File: config.mk
export PLATFORM = sky130hd
export DESIGN_NAME = refill_engine
export DESIGN_NICKNAME = d
export VERILOG_FILES = /design/src/rtl/refill_pkg.sv /design/src/rtl/refill_beat_timer.sv /design/src/rtl/refill_order.sv /design/src/rtl/refill_data.sv /design/src/rtl/refill_engine.sv
export SDC_FILE = /design/constraint.sdc
export NUM_CORES = 1
export LEC_CHECK = 0
export ABC_AREA = 0
export BUFFER_PORTS_ARGS = -buffer_cell sky130_fd_sc_hd__buf_2
export CAP_MARGIN = 20
export CORE_ASPECT_RATIO = 1.4
export CORE_MARGIN = 2
export CORE_UTILIZATION = 39
export DETAILED_ROUTE_END_ITERATION = 10
export GPL_TIMING_DRIVEN = 0
export PLACE_DENSITY = 0.57
export SLEW_MARGIN = 20
export SYNTH_ARGS = -nofsm -noshare
export SYNTH_HDL_FRONTEND = slang
export SYNTH_SLANG_ARGS = --single-unit
File: constraint.sdc
create_clock -name clk -period 12.7 [get_ports clk]
set_input_delay 0 -clock clk [delete_from_list [all_inputs] [get_ports clk]]
set_output_delay 0 -clock clk [all_outputs]
set_load 0.03 [all_outputs]
File: src/rtl/refill_pkg.sv
package refill_pkg;

    typedef enum logic [1:0] {
        RF_MODE_SPLIT_ROW = 2'd0,
        RF_MODE_OPEN_ROW  = 2'd1,
        RF_MODE_BANKED    = 2'd2,
        RF_MODE_ALIAS     = 2'd3
    } rf_mode_e;

    typedef enum logic [1:0] {
        RF_IDLE = 2'd0,
        RF_RUN  = 2'd1,
        RF_DONE = 2'd2
    } rf_state_e;

    typedef struct packed {
        logic valid;
        logic last;
    } rf_beat_t;

    localparam logic [31:0] RF_DATA_MULT = 32'h9E37_79B1;

    // Spacing between successive words for a given organisation.
    function automatic int unsigned rf_gap(rf_mode_e m, int unsigned miss,
                                           int unsigned hit, int unsigned ret);
        case (m)
            RF_MODE_OPEN_ROW: return hit;
            RF_MODE_BANKED:   return ret;
            default:          return miss;
        endcase
    endfunction

    // Cycles from acceptance to the first returned word.
    function automatic int unsigned rf_first(int unsigned addr, int unsigned miss,
                                             int unsigned ret);
        return addr + miss + ret;
    endfunction

endpackage

File: src/rtl/refill_beat_timer.sv
module refill_beat_timer
    import refill_pkg::*;
#(
    parameter int unsigned BEATS    = 4,
    parameter int unsigned ADDR_CYC = 1,
    parameter int unsigned ROW_MISS = 15,
    parameter int unsigned ROW_HIT  = 5,
    parameter int unsigned RET_CYC  = 1,
    localparam int unsigned BEAT_W  = $clog2(BEATS),
    localparam int unsigned FIRST   = rf_first(ADDR_CYC, ROW_MISS, RET_CYC),
    localparam int unsigned CW      = $clog2(FIRST + 1) + 1
) (
    input  logic              clk,
    input  logic              rst,
    input  logic              start,
    input  rf_mode_e          mode,
    output rf_beat_t          beat,
    output logic [BEAT_W-1:0] beat_num
);

    logic [CW-1:0]     cnt_q;
    logic [BEAT_W-1:0] num_q;
    logic              active_q;
    logic              at_beat;
    int unsigned       gap_cycles;

    always_comb begin
        gap_cycles = rf_gap(mode, ROW_MISS, ROW_HIT, RET_CYC);
        at_beat    = active_q && (cnt_q == '0);
        beat.valid = at_beat;
        beat.last  = at_beat && (num_q == BEAT_W'(BEATS - 1));
        beat_num   = num_q;
    end

    always_ff @(posedge clk) begin
        if (rst) begin
            cnt_q    <= '0;
            num_q    <= '0;
            active_q <= 1'b0;
        end else if (start) begin
            cnt_q    <= CW'(FIRST);
            num_q    <= '0;
            active_q <= 1'b1;
        end else if (active_q) begin
            if (cnt_q != '0) begin
                cnt_q <= cnt_q - 1'b1;
            end else if (beat.last) begin
                active_q <= 1'b0;
            end else begin
                num_q <= num_q + 1'b1;
                cnt_q <= CW'(gap_cycles - 1);
            end
        end
    end


    banked_stream_chk: assert property (@(posedge clk) disable iff (rst)
        (beat.valid && !beat.last && mode == RF_MODE_BANKED) |=> beat.valid);


    open_row_gap_chk: assert property (@(posedge clk) disable iff (rst)
        (beat.valid && !beat.last && mode == RF_MODE_OPEN_ROW) |=> !beat.valid);

endmodule

File: src/rtl/refill_order.sv
module refill_order #(
    parameter int unsigned BEAT_W = 2
) (
    input  logic              beat_valid,
    input  logic [BEAT_W-1:0] beat_num,
    input  logic [BEAT_W-1:0] req_word,
    input  logic              wrap,
    output logic [BEAT_W-1:0] word_idx,
    output logic              is_req_word
);

    always_comb begin
        word_idx    = wrap ? (beat_num + req_word) : beat_num;
        is_req_word = beat_valid && (word_idx == req_word);
    end

endmodule

File: src/rtl/refill_data.sv
module refill_data
    import refill_pkg::*;
#(
    parameter int unsigned LINE_AW = 16,
    parameter int unsigned BEAT_W  = 2,
    parameter int unsigned DW      = 32
) (
    input  logic [LINE_AW-1:0] line,
    input  logic [BEAT_W-1:0]  word_idx,
    output logic [DW-1:0]      data
);

    localparam int unsigned WA_W = LINE_AW + BEAT_W;

    logic [WA_W-1:0] word_addr;
    logic [DW-1:0]   word_addr_ext;

    always_comb begin
        word_addr     = {line, word_idx};
        word_addr_ext = DW'(word_addr);
        data          = word_addr_ext * DW'(RF_DATA_MULT);
    end

endmodule

File: src/rtl/refill_engine.sv
module refill_engine
    import refill_pkg::*;
#(
    parameter int unsigned LINE_AW    = 16,
    parameter int unsigned DW         = 32,
    parameter int unsigned LINE_WORDS = 4,
    parameter int unsigned ADDR_CYC   = 1,
    parameter int unsigned ROW_MISS   = 15,
    parameter int unsigned ROW_HIT    = 5,
    parameter int unsigned RET_CYC    = 1,
    localparam int unsigned BEAT_W    = $clog2(LINE_WORDS)
) (
    input  logic               clk,
    input  logic               rst,
    input  logic               req_valid,
    input  logic [LINE_AW-1:0] req_line,
    input  logic [BEAT_W-1:0]  req_word,
    input  logic [1:0]         req_mode,
    input  logic               req_crit_first,
    output logic               busy,
    output logic               word_valid,
    output logic [BEAT_W-1:0]  word_index,
    output logic [DW-1:0]      word_data,
    output logic               early_restart,
    output logic               refill_done
);

    rf_state_e          state_q;
    logic [LINE_AW-1:0] line_q;
    logic [BEAT_W-1:0]  req_word_q;
    logic               crit_q;
    rf_mode_e           mode_q;
    logic               accept;
    rf_beat_t           beat;
    logic [BEAT_W-1:0]  beat_num;

    assign accept = req_valid && (state_q != RF_RUN);

    always_ff @(posedge clk) begin
        if (rst) begin
            state_q    <= RF_IDLE;
            line_q     <= '0;
            req_word_q <= '0;
            crit_q     <= 1'b0;
            mode_q     <= RF_MODE_SPLIT_ROW;
        end else begin
            if (accept) begin
                line_q     <= req_line;
                req_word_q <= req_word;
                crit_q     <= req_crit_first;
                mode_q     <= rf_mode_e'(req_mode);
            end
            case (state_q)
                RF_RUN:  if (beat.last) state_q <= RF_DONE;
                default: state_q <= accept ? RF_RUN : RF_IDLE;
            endcase
        end
    end

    refill_beat_timer #(
        .BEATS   (LINE_WORDS),
        .ADDR_CYC(ADDR_CYC),
        .ROW_MISS(ROW_MISS),
        .ROW_HIT (ROW_HIT),
        .RET_CYC (RET_CYC)
    ) u_timer (
        .clk     (clk),
        .rst     (rst),
        .start   (accept),
        .mode    (mode_q),
        .beat    (beat),
        .beat_num(beat_num)
    );

    refill_order #(
        .BEAT_W(BEAT_W)
    ) u_order (
        .beat_valid (beat.valid),
        .beat_num   (beat_num),
        .req_word   (req_word_q),
        .wrap       (crit_q),
        .word_idx   (word_index),
        .is_req_word(early_restart)
    );

    refill_data #(
        .LINE_AW(LINE_AW),
        .BEAT_W (BEAT_W),
        .DW     (DW)
    ) u_data (
        .line    (line_q),
        .word_idx(word_index),
        .data    (word_data)
    );

    assign busy        = (state_q == RF_RUN);
    assign word_valid  = beat.valid;
    assign refill_done = (state_q == RF_DONE);

    // Strobe counter used only by the checks below.
    logic [BEAT_W:0] strobes_seen;
    always_ff @(posedge clk) begin
        if (rst || accept) strobes_seen <= '0;
        else if (word_valid) strobes_seen <= strobes_seen + 1'b1;
    end


    accept_raises_busy_chk: assert property (@(posedge clk) disable iff (rst)
        (req_valid && !busy) |=> busy);


    busy_ignores_req_chk: assert property (@(posedge clk) disable iff (rst)
        (busy && req_valid) |=> ($stable(line_q) && $stable(mode_q)));


    done_after_busy_chk: assert property (@(posedge clk) disable iff (rst)
        $fell(busy) |-> (refill_done && !word_valid));


    done_single_chk: assert property (@(posedge clk) disable iff (rst)
        refill_done |=> !refill_done);


    restart_on_word_chk: assert property (@(posedge clk) disable iff (rst)
        early_restart |-> word_valid);


    four_strobes_chk: assert property (@(posedge clk) disable iff (rst)
        refill_done |-> (strobes_seen == (BEAT_W + 1)'(LINE_WORDS)));


    strobe_done_excl_chk: assert property (@(posedge clk) disable iff (rst)
        $onehot0({word_valid, refill_done}));

endmodule

Word-level counts from Yosys, hierarchy flattened
Cells that the tools add are included.

word-level totals
  output and inout port bits = 38
  input bits = 24
  flip-flop bits (word level) = 32

cells by class
  $mul = 1
  add/sub/neg operators = 4
  bitwise operators = 2
  mux-type cells = 13
  equality and inequality tests = 10
  reduce and logical (&&, ||, !) cells = 11

operators by type and width
  kind                                                                    count
  18-bit by 32-bit multiplier with 32-bit output (second input constant)  1
  6-bit two-way mux                                                       2
  5-bit two-way mux                                                       2
  4-bit case mux with 2 select lines                                      1
  2-bit == test (second input constant)                                   3
  6-bit zero test                                                         1
  2-bit two-way mux                                                       3
  2-bit by 1-bit != test with 1-bit output (second input constant)        3
  6-bit nonzero test                                                      1
  6-bit by 1-bit subtractor with 6-bit output (second input constant)     1
  1-bit two-way mux                                                       5
  4-bit by 1-bit subtractor with 5-bit output (second input constant)     1
  2-bit by 1-bit == test with 1-bit output (second input constant)        2
  1-bit logical AND                                                       4
  2-bit AND reduction                                                     2
  3-bit by 2-bit != test with 1-bit output (second input constant)        1
  3-bit AND reduction                                                     1
  2-bit by 1-bit adder with 2-bit output (second input constant)          1
  2-bit adder                                                             1
  2-bit == test                                                           1
  1-bit NOT                                                               2
  2-bit nonzero test                                                      1
  2-bit OR reduction                                                      1

Logic depth before layout (Yosys ltp)
Gate-level depths: netlist of the first run.

  depth in word-level cells = 7
  depth in mapped cells = 23

By module
From an unflattened synthesis of the first run, not the netlist that was laid out.

second synthesis, totals
  cells, all modules = 860
  area, all modules = 8269.2 um^2

modules (own cells, without submodules)
  module             cells an instance  times used  area each (um^2)
  refill_data        687                1           6608.8
  refill_engine      105                1           1068.5
  refill_beat_timer  59                 1           509.2
  refill_order       9                  1           82.6

Least setup slack after synthesis of the first run
Ideal clock, no wire load.

  path type = register to output
  from = reg u_timer.num_q[0] (netlist: u_timer.beat_num[0])
  to = out word_data[24]
  arrival = 6.028 ns
  stages on the path, launching flop included = 22
  path slack = 6.672 ns
  cell sequence = dfxtp_1 ha_1 mux2i_1 inv_1 fa_1 clkbuf_1 inv_1 fa_1 fa_1 inv_1 fa_1 inv_1 fa_1 inv_1 ha_1 nand4_2 nor4_2 nor4_2 nor3b_2 o21ai_1 a21oi_1 xor2_1

between the ends
  cells in the longest elaborated chain, start to end = 3

RTL lines
  item                                              line                     text
  start, declared                                   refill_beat_timer.sv:22  logic [BEAT_W-1:0] num_q;
  start signal, assigned                            refill_beat_timer.sv:50  num_q <= num_q + 1'b1;
  2-bit adder                                       refill_order.sv:13       word_idx = wrap ? (beat_num + req_word) : beat_num;
  2-bit two-way mux *                               refill_order.sv:13
  18-bit by 32-bit multiplier with 32-bit output *  refill_data.sv:21        data = word_addr_ext * DW'(RF_DATA_MULT);
  end, declared                                     refill_engine.sv:23      output logic [DW-1:0] word_data,

Every way passes the cells marked *; elsewhere a longest branch is shown, timed or not.

Final worst setup path of the first run
  from = reg u_timer.num_q[0] (netlist: u_timer.beat_num[0])
  to = out word_data[30]

Same word-level chain as after synthesis.

==> impl_metrics.py, run 1 <==
metrics = {
    "cts": {
        "cts_root_buffer": "clkbuf_16",
        "cts.htree.levels": 2,
        "path_clk_slew_ns": 0.05,
        "post_cts_buffers": 0,
        "cts_sinks": 32,
        "cts_buffers": 5,
        "clock_latency_ns": 0.28,
        "tritoncts": "built",
        "cts_max_path_buffers": 2,
        "postCtsResizedCells": 0,
    },
    "global_routing": {
        "grt_max_degree": 12,
        "antenna_found_initial": 0,
        "grt_pass1_vias": 5946,
        "grt_remaining_overflow": 0,
        "groute.usage.overall_pct": 17.9,
        "grt_first_pass_wirelength_um": 30300,
    },
    "power_and_ir_drop": {
        "clkPwrFrac_pct": 5.9,
        "max-vdd-ir-drop_mv": 0.184,
        "p_comb_share_pct": 88.2,
        "cellInternalPower_mw": 0.837,
        "switchingPower_mw": 1.17,
        "switching_share_pct": 58.2,
        "p_seq_share_pct": 6.0,
        "finalPower_mw": 2.00,
        "powerDensity_nw_per_um2": 225,
        "power.leakage_nw": 4.81,
    },
    "route": {
        "drc": 0,
        "drt-initial-drc-count": 154,
        "drtPass1Iterations": 4,
        "wl_um": 18900,
        "antenna_left": 0,
        "wl_per_cell_um": 15.7,
        "via_count": 5693,
        "viasPerCell": 4.73,
    },
    "cells_and_area": {
        "drive_above_1_share_pct": 9.35,
        "n_antenna_cell": 0,
        "nFillCells": 1956,
        "syn2layout_area_growth_pct": 12.2,
        "fin_area_um2": 8910,
        "multi_input_area_um2": 6260,
        "layout_common_cells": "257 x inv_1, 151 x fa_1, 117 x ha_1, 64 x nand2_1, 61 x buf_2",
        "register_area_um2": 641,
        "nets": 1243,
        "fin_util_pct": 44.7,
        "final_common_cell": "inv_1",
    },
    "job": {
        "max_cap_viol_count": 0,
    },
    "synthesis": {
        "synth_edf_count": 0,
        "ys_seq_elements": 32,
        "syn_area_um2": 7940,
        "synthCells": 863,
        "yosys_warnings": 0,
        "async_flop_share_pct": 0,
        "synth_ff_type": "dfxtp_1",
        "synth_nets": 1155,
        "synth_seq_area_share_pct": 8.07,
        "avgSynthCellArea_um2": 9.20,
        "synth.distinct_cells": 56,
    },
    "timing": {
        "grt_setup_unrepaired": "no",
        "worst_pin_slew_ns": 0.615,
        "tns_ns": 0,
        "setup_viol": 0,
        "slew_viol_final": 0,
        "setup_slack_ns": 5.65,
        "fmax_mhz": 142,
        "period_share_pct": 55.5,
        "min_period_ns": 7.05,
        "finalClockSkew_ns": 0.00658,
        "slew_headroom_pct": 58.6,
        "hold_viol": 0,
    },
    "critical_path": {
        "path_delay_family": "adder cells",
        "crit_arrival_ns": 7.05,
        "cp-end-kind": "output pin",
        "start_kind": "register",
        "cp_max_fo": 9,
        "crit_start": "u_timer.beat_num[0]$_SDFFE_PP0P_",
        "worst_ep_required_time_ns": 12.70,
        "crit_buf_inv": 7,
        "critical_path_class": "reg -> out",
        "cp.depth": 22,
        "reg2reg_slack_ns": 10.77,
        "slowest_delay_ns": 0.58,
        "cp_cell_sequence": "ha_1 -> mux2i_1 -> inv_1 -> fa_1 -> clkbuf_1 -> inv_1 -> fa_1 -> fa_1 -> inv_1 -> fa_1 -> inv_1 -> fa_1 -> inv_1 -> ha_1 -> nand4_2 -> nor4_2 -> nor4_2 -> nor2_2 -> a22oi_2 -> a2111o_1 -> o311ai_2 -> buf_2",
        "r2r_cells": 9,
        "r2r_end": "state_q[0]$_SDFFE_PP0P_",
        "cp_slowest_cell": "fa_1",
        "cp-endpoint": "word_data[30]",
        "timing.rr.start": "u_timer.cnt_q[0]$_SDFFE_PP0P_",
    },
    "placement": {
        "port_buffers": 60,
        "dpl.hpwl_um": 16800,
        "gp_congestion": 0.887,
        "dpl_cell_area_um2": 8550,
        "pre_cts_ws_ns": 5.99,
    },
    "floorplan": {
        "die_y_um": 173,
        "rows": 61,
        "core_area_um2": 19900,
        "io_pins": 62,
        "dieWidth_um": 125,
        "dieArea_um2": 21500,
        "initial_core_util_pct": 39.8,
    },
    "min_path": {
        "hp-class": "in -> reg",
    },
    "run_status": {
        "status": "finished, final reports clean",
    },
}
-- synthesized netlist by cell type, types with 3 or more instances --
library cell	count	area, um^2
a211oi_1	3	22.5
a21o_1	11	82.6
a21oi_1	53	265
and2_1	3	18.8
and3_1	5	31.3
buf_4	4	30.0
clkbuf_1	7	26.3
dfxtp_1	32	641
fa_1	151	3020
ha_1	117	1460
inv_1	257	965
nand2_1	64	240
nand2b_1	7	43.8
nand3_1	7	35.0
nand3b_1	3	22.5
nor2_1	17	63.8
nor2b_1	4	25.0
nor3_1	8	40.0
nor4_2	3	37.5
o21ai_0	15	75.1
o21bai_1	4	30.0
or3_1	4	25.0
xnor2_1	31	272
xor2_1	15	131
-- through the flow --
step | instances | hold slack (ns)
finish | 1204 | 0.132
global placement | 1175 | 0.246
detailed placement | 1175 | 0.249
CTS | 1204 | 0.134
global route | 1204 | 0.160
floorplan | 863 | 0.136
-- power by group through the flow --
stage	clock, mW	combinational (mW)	sequential [mW]
floorplan	0	1.37	0.116
global placement	0	1.78	0.122
detailed placement	0	1.79	0.122
CTS	0.121	1.80	0.119
global route	0.125	1.97	0.120
finish	0.118	1.77	0.120
-- final cells by class --
type / count / area share, %
Buffer: 15 / 0.843
Inverter: 257 / 10.8
Clock inverter: 3 / 0.211
Tap cell: 252 / 3.54
Multi-Input combinational cell: 559 / 70.2
Timing Repair Buffer: 81 / 5.73
Sequential cell: 32 / 7.19
Clock buffer: 5 / 1.40
-- how the worst min path moves through the flow --
stage / startpoint / to / slack [ns] / cells past startpoint
6_report: rst / crit_q$_SDFFE_PP0P_ / 0.13 / 2
5_1_grt: rst / crit_q$_SDFFE_PP0P_ / 0.16 / 2
4_1_cts: rst / u_timer.active_q$_SDFF_PP0_ / 0.13 / 2
3_5_place_dp: req_line[12] / line_q[12]$_SDFFE_PP0P_ / 0.25 / 3
3_3_place_gp: req_line[12] / line_q[12]$_SDFFE_PP0P_ / 0.25 / 3
2_1_floorplan: req_mode[0] / mode_q[0]$_SDFFE_PP0P_ / 0.14 / 2
-- cell families (layout without fill, tap and decap cells) --
group / Yosys count / in the layout / share of synthesized area [%]
muxes: 2 / 2 / 0.268
AOI/OAI and AO/OA: 107 / 107 / 8.34
buffers and inverters: 272 / 361 / 13.1
DFF: 32 / 32 / 8.07
adders and majority gates: 268 / 268 / 56.5
and+or+nand+nor: 135 / 135 / 8.32
xor gates and xnor gates: 47 / 47 / 5.36
-- timing repair --
item	CTS	global route
hold buffers	21	0
endpoints found under the setup margin	0	0
hold endpoints to repair	21	0
-- state kept, by name, indices dropped and copies added (netlist names) --
name	cells
u_timer.beat_num	2
mode_q	2
state_q	2
u_timer.cnt_q	6
crit_q	1
line_q	16
u_timer.active_q	1
req_word_q	2
-- routing by layer --
metal	GRT usage (%)	vias up	part of all wire, %
li1	-	2804	-
met1	20.4	2758	40
met2	33.4	99	53
met3	2.69	32	3.1
met4	6.88	0	3.9
met5	0	-	0
No activity file was read; power rests on OpenSTA's default activity.
==> inputs of run 2 (changes only) <==
Settings changed: ABC_AREA 0 to 1.
Clock period 12.7 ns to 6.85 ns, I/O delays scaled along.
==> run 2 against run 1 <==
  * First-iteration DRC count rose by 48%
  * Register-to-register slack got worse by 5.6 ns
  * Core utilization fell by 0.53 points
  * Via count grew 12%
  * Cell count up 14%
  * Critical path depth is 3 higher
  * Global-route usage grew 2.0 points
  * Critical endpoint is now word_data[31]
==> impl_metrics.py, run 2 <==
metrics = {
    "run_status": {
        "status": "finished, final reports clean",
    },
    "synthesis": {
        "synth_ff_type": "dfxtp_1",
        "async_flop_share_pct": 0,
        "synthMostInstantiatedCell": "inv_1",
        "synth.distinct_cells": 31,
        "syn_area_um2": 8290,
        "yosys_warnings": 0,
        "synth_common_cells": "331 x inv_1, 166 x nand2_1, 151 x fa_1",
        "synth_top_cell_by_area": "fa_1",
        "avgSynthCellArea_um2": 8.07,
        "synth_nets": 1320,
        "synth_seq_area_share_pct": 7.72,
        "yosysTopAreaCellShare_pct": 36.4,
        "synthCells": 1028,
        "synthTopCellsByArea": "fa_1 36%, ha_1 18%, inv_1 15%, dfxtp_1 7.7%, nand2_1 7.5%",
        "synth_edf_count": 0,
        "ys_seq_elements": 32,
    },
    "timing": {
        "slew_headroom_pct": 53.2,
        "whs_ns": 0.00730,
        "setup_viol": 0,
        "slew_viol_final": 0,
        "min_period_ns": 6.22,
        "finalClockSkew_ns": 0.00264,
        "hold_viol": 0,
        "grt_setup_unrepaired": "no",
        "worst_pin_slew_ns": 0.701,
        "tns_ns": 0,
        "fmax_mhz": 161,
        "period_share_pct": 90.8,
    },
    "placement": {
        "dpl.hpwl_um": 19100,
        "gp_congestion": 0.935,
        "port_buffers": 60,
    },
    "cells_and_area": {
        "layout_common_cells": "331 x inv_1, 166 x nand2_1, 151 x fa_1, 117 x ha_1, 61 x buf_2",
        "drive_above_1_share_pct": 7.70,
        "reg.largest.list": "line_q (16), u_timer.cnt_q (6)",
        "final_common_cell": "inv_1",
        "regMostFlops": "line_q",
        "n_antenna_cell": 0,
        "largest_reg_flops": 16,
        "nets": 1408,
        "syn2layout_area_growth_pct": 12.1,
    },
    "global_routing": {
        "groute.usage.overall_pct": 19.9,
        "antenna_found_initial": 0,
        "grt_first_pass_wirelength_um": 34400,
        "grt_max_degree": 12,
        "grt_remaining_overflow": 0,
        "grt_pass1_vias": 6872,
    },
    "floorplan": {
        "dieArea_um2": 22500,
        "dieWidth_um": 127,
        "core_area_um2": 21000,
        "io_pins": 62,
        "die_y_um": 177,
        "rows": 63,
        "initial_core_util_pct": 39.4,
    },
    "cts": {
        "tritoncts": "built",
        "cts_max_path_buffers": 2,
        "path_clk_slew_ns": 0.05,
        "cts_buffers": 5,
        "cts_root_buffer": "clkbuf_16",
        "clock_latency_ns": 0.28,
        "cts_sinks": 32,
        "cts.htree.levels": 2,
    },
    "critical_path": {
        "path_common_cell": "inv_1",
        "crit_arrival_ns": 6.22,
        "critical_path_class": "reg -> out",
        "cp-end-kind": "output pin",
        "cp_slowest_cell": "fa_1",
        "slowest_delay_ns": 0.66,
        "cp_max_fo": 5,
        "start_kind": "register",
        "worst_ep_required_time_ns": 6.85,
    },
    "min_path": {
        "hp-class": "in -> reg",
    },
    "route": {
        "drc": 0,
        "via_count": 6394,
        "wl_um": 21100,
        "drtPass1Iterations": 5,
        "antenna_left": 0,
        "wl_per_cell_um": 15.4,
        "viasPerCell": 4.64,
        "drt-initial-drc-count": 228,
    },
    "job": {
        "max_cap_viol_count": 0,
    },
}
[run 2: what timing repair did]
| item | in CTS | in global routing |
|---|---|---|
| hold buffers | 20 | 0 |
| endpoints found under the hold margin | 20 | 0 |
| setup buffers | 0 | 1 |
| setup endpoints to repair | 0 | 3 |
| gates resized for setup | 0 | 1 |
[run 2: logic make-up (layout without fill, tap and decap cells)]
| logic type | count (synthesis) | in the layout | share of synthesized area (%) |
|---|---|---|---|
| buf+inv | 342 | 431 | 15.7 |
| fa+ha+maj | 268 | 268 | 54.1 |
| simple gates | 260 | 260 | 13.2 |
| compound gates | 99 | 99 | 6.47 |
| flops | 32 | 32 | 7.72 |
| xor+xnor | 27 | 27 | 2.85 |
[run 2: per-layer routing]
metal	GRT usage (%)	share of wire (%)	vias to the layer above	wire length, um
li1	-	-	3211	-
met1	22.6	40	3014	8500
met2	37.5	52	123	11000
met3	1.82	2.8	46	589
met4	9.11	4.9	0	1030
met5	0	0	-	0
[run 2: cell type report]
class | instances | area [um^2]
fillers | 2118 | 11700
multi-input cells | 654 | 6360
inverters | 332 | 1250
flip-flops and latches | 32 | 641
repair buffers | 81 | 508
well taps | 260 | 325
clock buffers | 6 | 129
plain buffers | 10 | 53.8
clock inverters | 2 | 35.0
[run 2: worst paths after layout]
check / slack (ns) / from / cells after the start / end
setup / recovery: 0.63 / u_timer.beat_num[0]$_SDFFE_PP0P_ / 25 / word_data[31]
hold reg to reg: 0.47 / mode_q[1]$_SDFFE_PP0P_ / 2 / mode_q[1]$_SDFFE_PP0P_
setup reg to reg: 5.14 / u_timer.cnt_q[0]$_SDFFE_PP0P_ / 13 / u_timer.cnt_q[2]$_SDFFE_PP0P_
hold / removal: 0.007 / req_word[1] / 3 / req_word_q[1]$_SDFFE_PP0P_
[run 2: critical path, delay by kind of cell (launching register included)]
kind                     cells  cell delay, ns
AND/OR/NAND/NOR              6            0.83
flip-flops                   1            0.35
adder cells (fa/ha/maj)      7            3.20
buffers and inverters        8            0.77
XOR/XNOR                     1            0.25
AO/OA/AOI/OAI                3            0.55
[run 2: through the flow]
step	utilization, %	instance area, um^2	cells	setup slack, ns
after floorplan	-	8290	1028	0.981
after global placement	42.4	8920	1348	0.712
after detailed placement	42.4	8920	1348	0.673
after CTS	44.1	9280	1376	0.349
after global routing	44.2	9300	1377	0.107
final	44.2	9300	1377	0.627
Power of run 2 is left out: the tool's default activity adds up to more than one toggle a clock period on the data nets, which glitch-free logic cannot reach.
==> inputs of run 3 (changes only) <==
Settings changed: CORE_UTILIZATION 39 to 40, PLACE_DENSITY 0.57 to 0.58.
==> run 3 against run 2 <==
  * Core utilization grew 1.4 points
  * Worst setup slack got worse by 0.018 ns
  * Flip-flop and latch count stayed put
  * Register-to-register slack about the same
  * Sequential share of layout area about the same
  * Via count is 0.38% higher
  * First-iteration DRC count shrank 14%
  * Largest cell class unchanged
  * Critical path depth stayed put
  * Global-route usage grew 0.44 points
  * Design area about the same
  * Non-clock buffer count increased by 1
  * Die area down 2.4%
==> impl_metrics.py, run 3 (synthesis results as in run 2) <==
metrics = {
    "run_status": {
        "status": "finished, final reports clean",
    },
    "timing": {
        "finalClockSkew_ns": 0.00266,
        "worst_pin_slew_ns": 0.679,
        "whs_ns": 0.0127,
        "min_period_ns": 6.24,
        "fmax_mhz": 160,
        "period_share_pct": 91.1,
        "tns_ns": 0,
        "hold_viol": 0,
        "setup_viol": 0,
        "grt_setup_unrepaired": "no",
        "slew_viol_final": 0,
        "slew_headroom_pct": 54.7,
    },
    "critical_path": {
        "path_delay_family": "adder cells",
        "crit_arrival_ns": 6.24,
        "start_kind": "register",
        "path_common_cell": "inv_1",
        "crit_buf_inv": 8,
        "cp_max_fo": 5,
        "slowest_delay_ns": 0.68,
        "cp-end-kind": "output pin",
        "worst_ep_required_time_ns": 6.85,
        "cp_slowest_cell": "fa_1",
        "crit_start": "u_timer.beat_num[0]$_SDFFE_PP0P_",
        "timing.rr.start": "u_timer.cnt_q[1]$_SDFFE_PP0P_",
        "critical_path_class": "reg -> out",
    },
    "route": {
        "antenna_left": 0,
        "drc": 0,
        "wl_per_cell_um": 15.4,
        "wl_met1_um": 8600,
        "wl_met3_um": 471,
        "drtPass1Iterations": 4,
        "top_layer_used": "met4",
        "wl_um": 21200,
        "routed-wl-met2_um": 11000,
        "viasPerCell": 4.67,
        "via_count": 6418,
        "drt-initial-drc-count": 197,
    },
    "placement": {
        "dpl.hpwl_um": 19000,
        "port_buffers": 60,
        "gp_congestion": 0.896,
        "dpl_cell_area_um2": 8910,
    },
    "cts": {
        "cts.htree.levels": 2,
        "cts_root_buffer": "clkbuf_16",
        "cts_sinks": 32,
        "tritoncts": "built",
        "clock_latency_ns": 0.27,
        "path_clk_slew_ns": 0.05,
        "cts_max_path_buffers": 2,
        "cts_buffers": 5,
    },
    "cells_and_area": {
        "reg.largest.list": "line_q (16), u_timer.cnt_q (6)",
        "nets": 1409,
        "regMostFlops": "line_q",
        "final_common_cell": "inv_1",
        "register_area_um2": 641,
        "syn2layout_area_growth_pct": 12.1,
        "fin_area_um2": 9300,
        "n_antenna_cell": 0,
        "layout_common_cells": "331 x inv_1, 166 x nand2_1, 151 x fa_1, 117 x ha_1, 61 x buf_2",
        "nFillCells": 2104,
        "largest_reg_flops": 16,
        "multi_input_area_um2": 6360,
        "drive_above_1_share_pct": 7.78,
        "fin_util_pct": 45.6,
    },
    "job": {
        "max_cap_viol_count": 0,
    },
    "min_path": {
        "hp-class": "in -> reg",
        "holdCritStartpoint": "req_word[1]",
    },
    "global_routing": {
        "groute.usage.overall_pct": 20.3,
        "grt_remaining_overflow": 0,
        "grt_pass1_vias": 6814,
        "antenna_found_initial": 0,
        "grt_first_pass_wirelength_um": 35000,
        "grt_max_degree": 12,
    },
    "floorplan": {
        "dieWidth_um": 126,
        "die_y_um": 174,
        "dieArea_um2": 21900,
        "initial_core_util_pct": 40.7,
        "io_pins": 62,
        "rows": 62,
        "core_area_um2": 20400,
    },
}
-- run 3: cell count changes in the layout (fill, tap and decap cells not counted) --
cell   change
buf_4      +1
-- run 3: cell type report --
class / count / area share [%]
Buffer: 10 / 0.578
Timing Repair Buffer: 82 / 5.54
Sequential cell: 32 / 6.89
Clock buffer: 6 / 1.39
Tap cell: 256 / 3.44
Inverter: 332 / 13.4
Multi-Input combinational cell: 654 / 68.4
Clock inverter: 2 / 0.377
-- run 3: tightest hold or removal path: stages --
cell and delay, ns:
buf_2 0.10, inv_1 0.06, o22ai_1 0.08
-- run 3: what timing repair did --
action / 4_1_cts / 5_1_grt
resized for setup: 0 / 1
hold buffers: 20 / 0
endpoints found under the hold margin: 20 / 0
endpoints found under the setup margin: 0 / 8
setup buffers: 0 / 2
-- run 3: routing by layer --
metal  up-vias  track usage [%]
li1       3219                -
met1      3034             24.0
met2       117             37.5
met3        48             1.42
met4         0             9.21
met5         -                0
-- run 3: worst paths after layout --
check / end / slack, ns / cells after the start
max: word_data[31] / 0.61 / 25
min: req_word_q[1]$_SDFFE_PP0P_ / 0.01 / 3
max reg2reg: u_timer.cnt_q[2]$_SDFFE_PP0P_ / 5.13 / 13
min reg2reg: mode_q[1]$_SDFFE_PP0P_ / 0.47 / 2
-- run 3: stage by stage --
stage | setup WS, ns | cells
after global placement | 0.673 | 1344
final | 0.609 | 1374
after floorplan | 0.981 | 1028
after CTS | 0.313 | 1372
after detailed placement | 0.637 | 1344
after global routing | 0.117 | 1374
Power of run 3 is left out for the same reason.
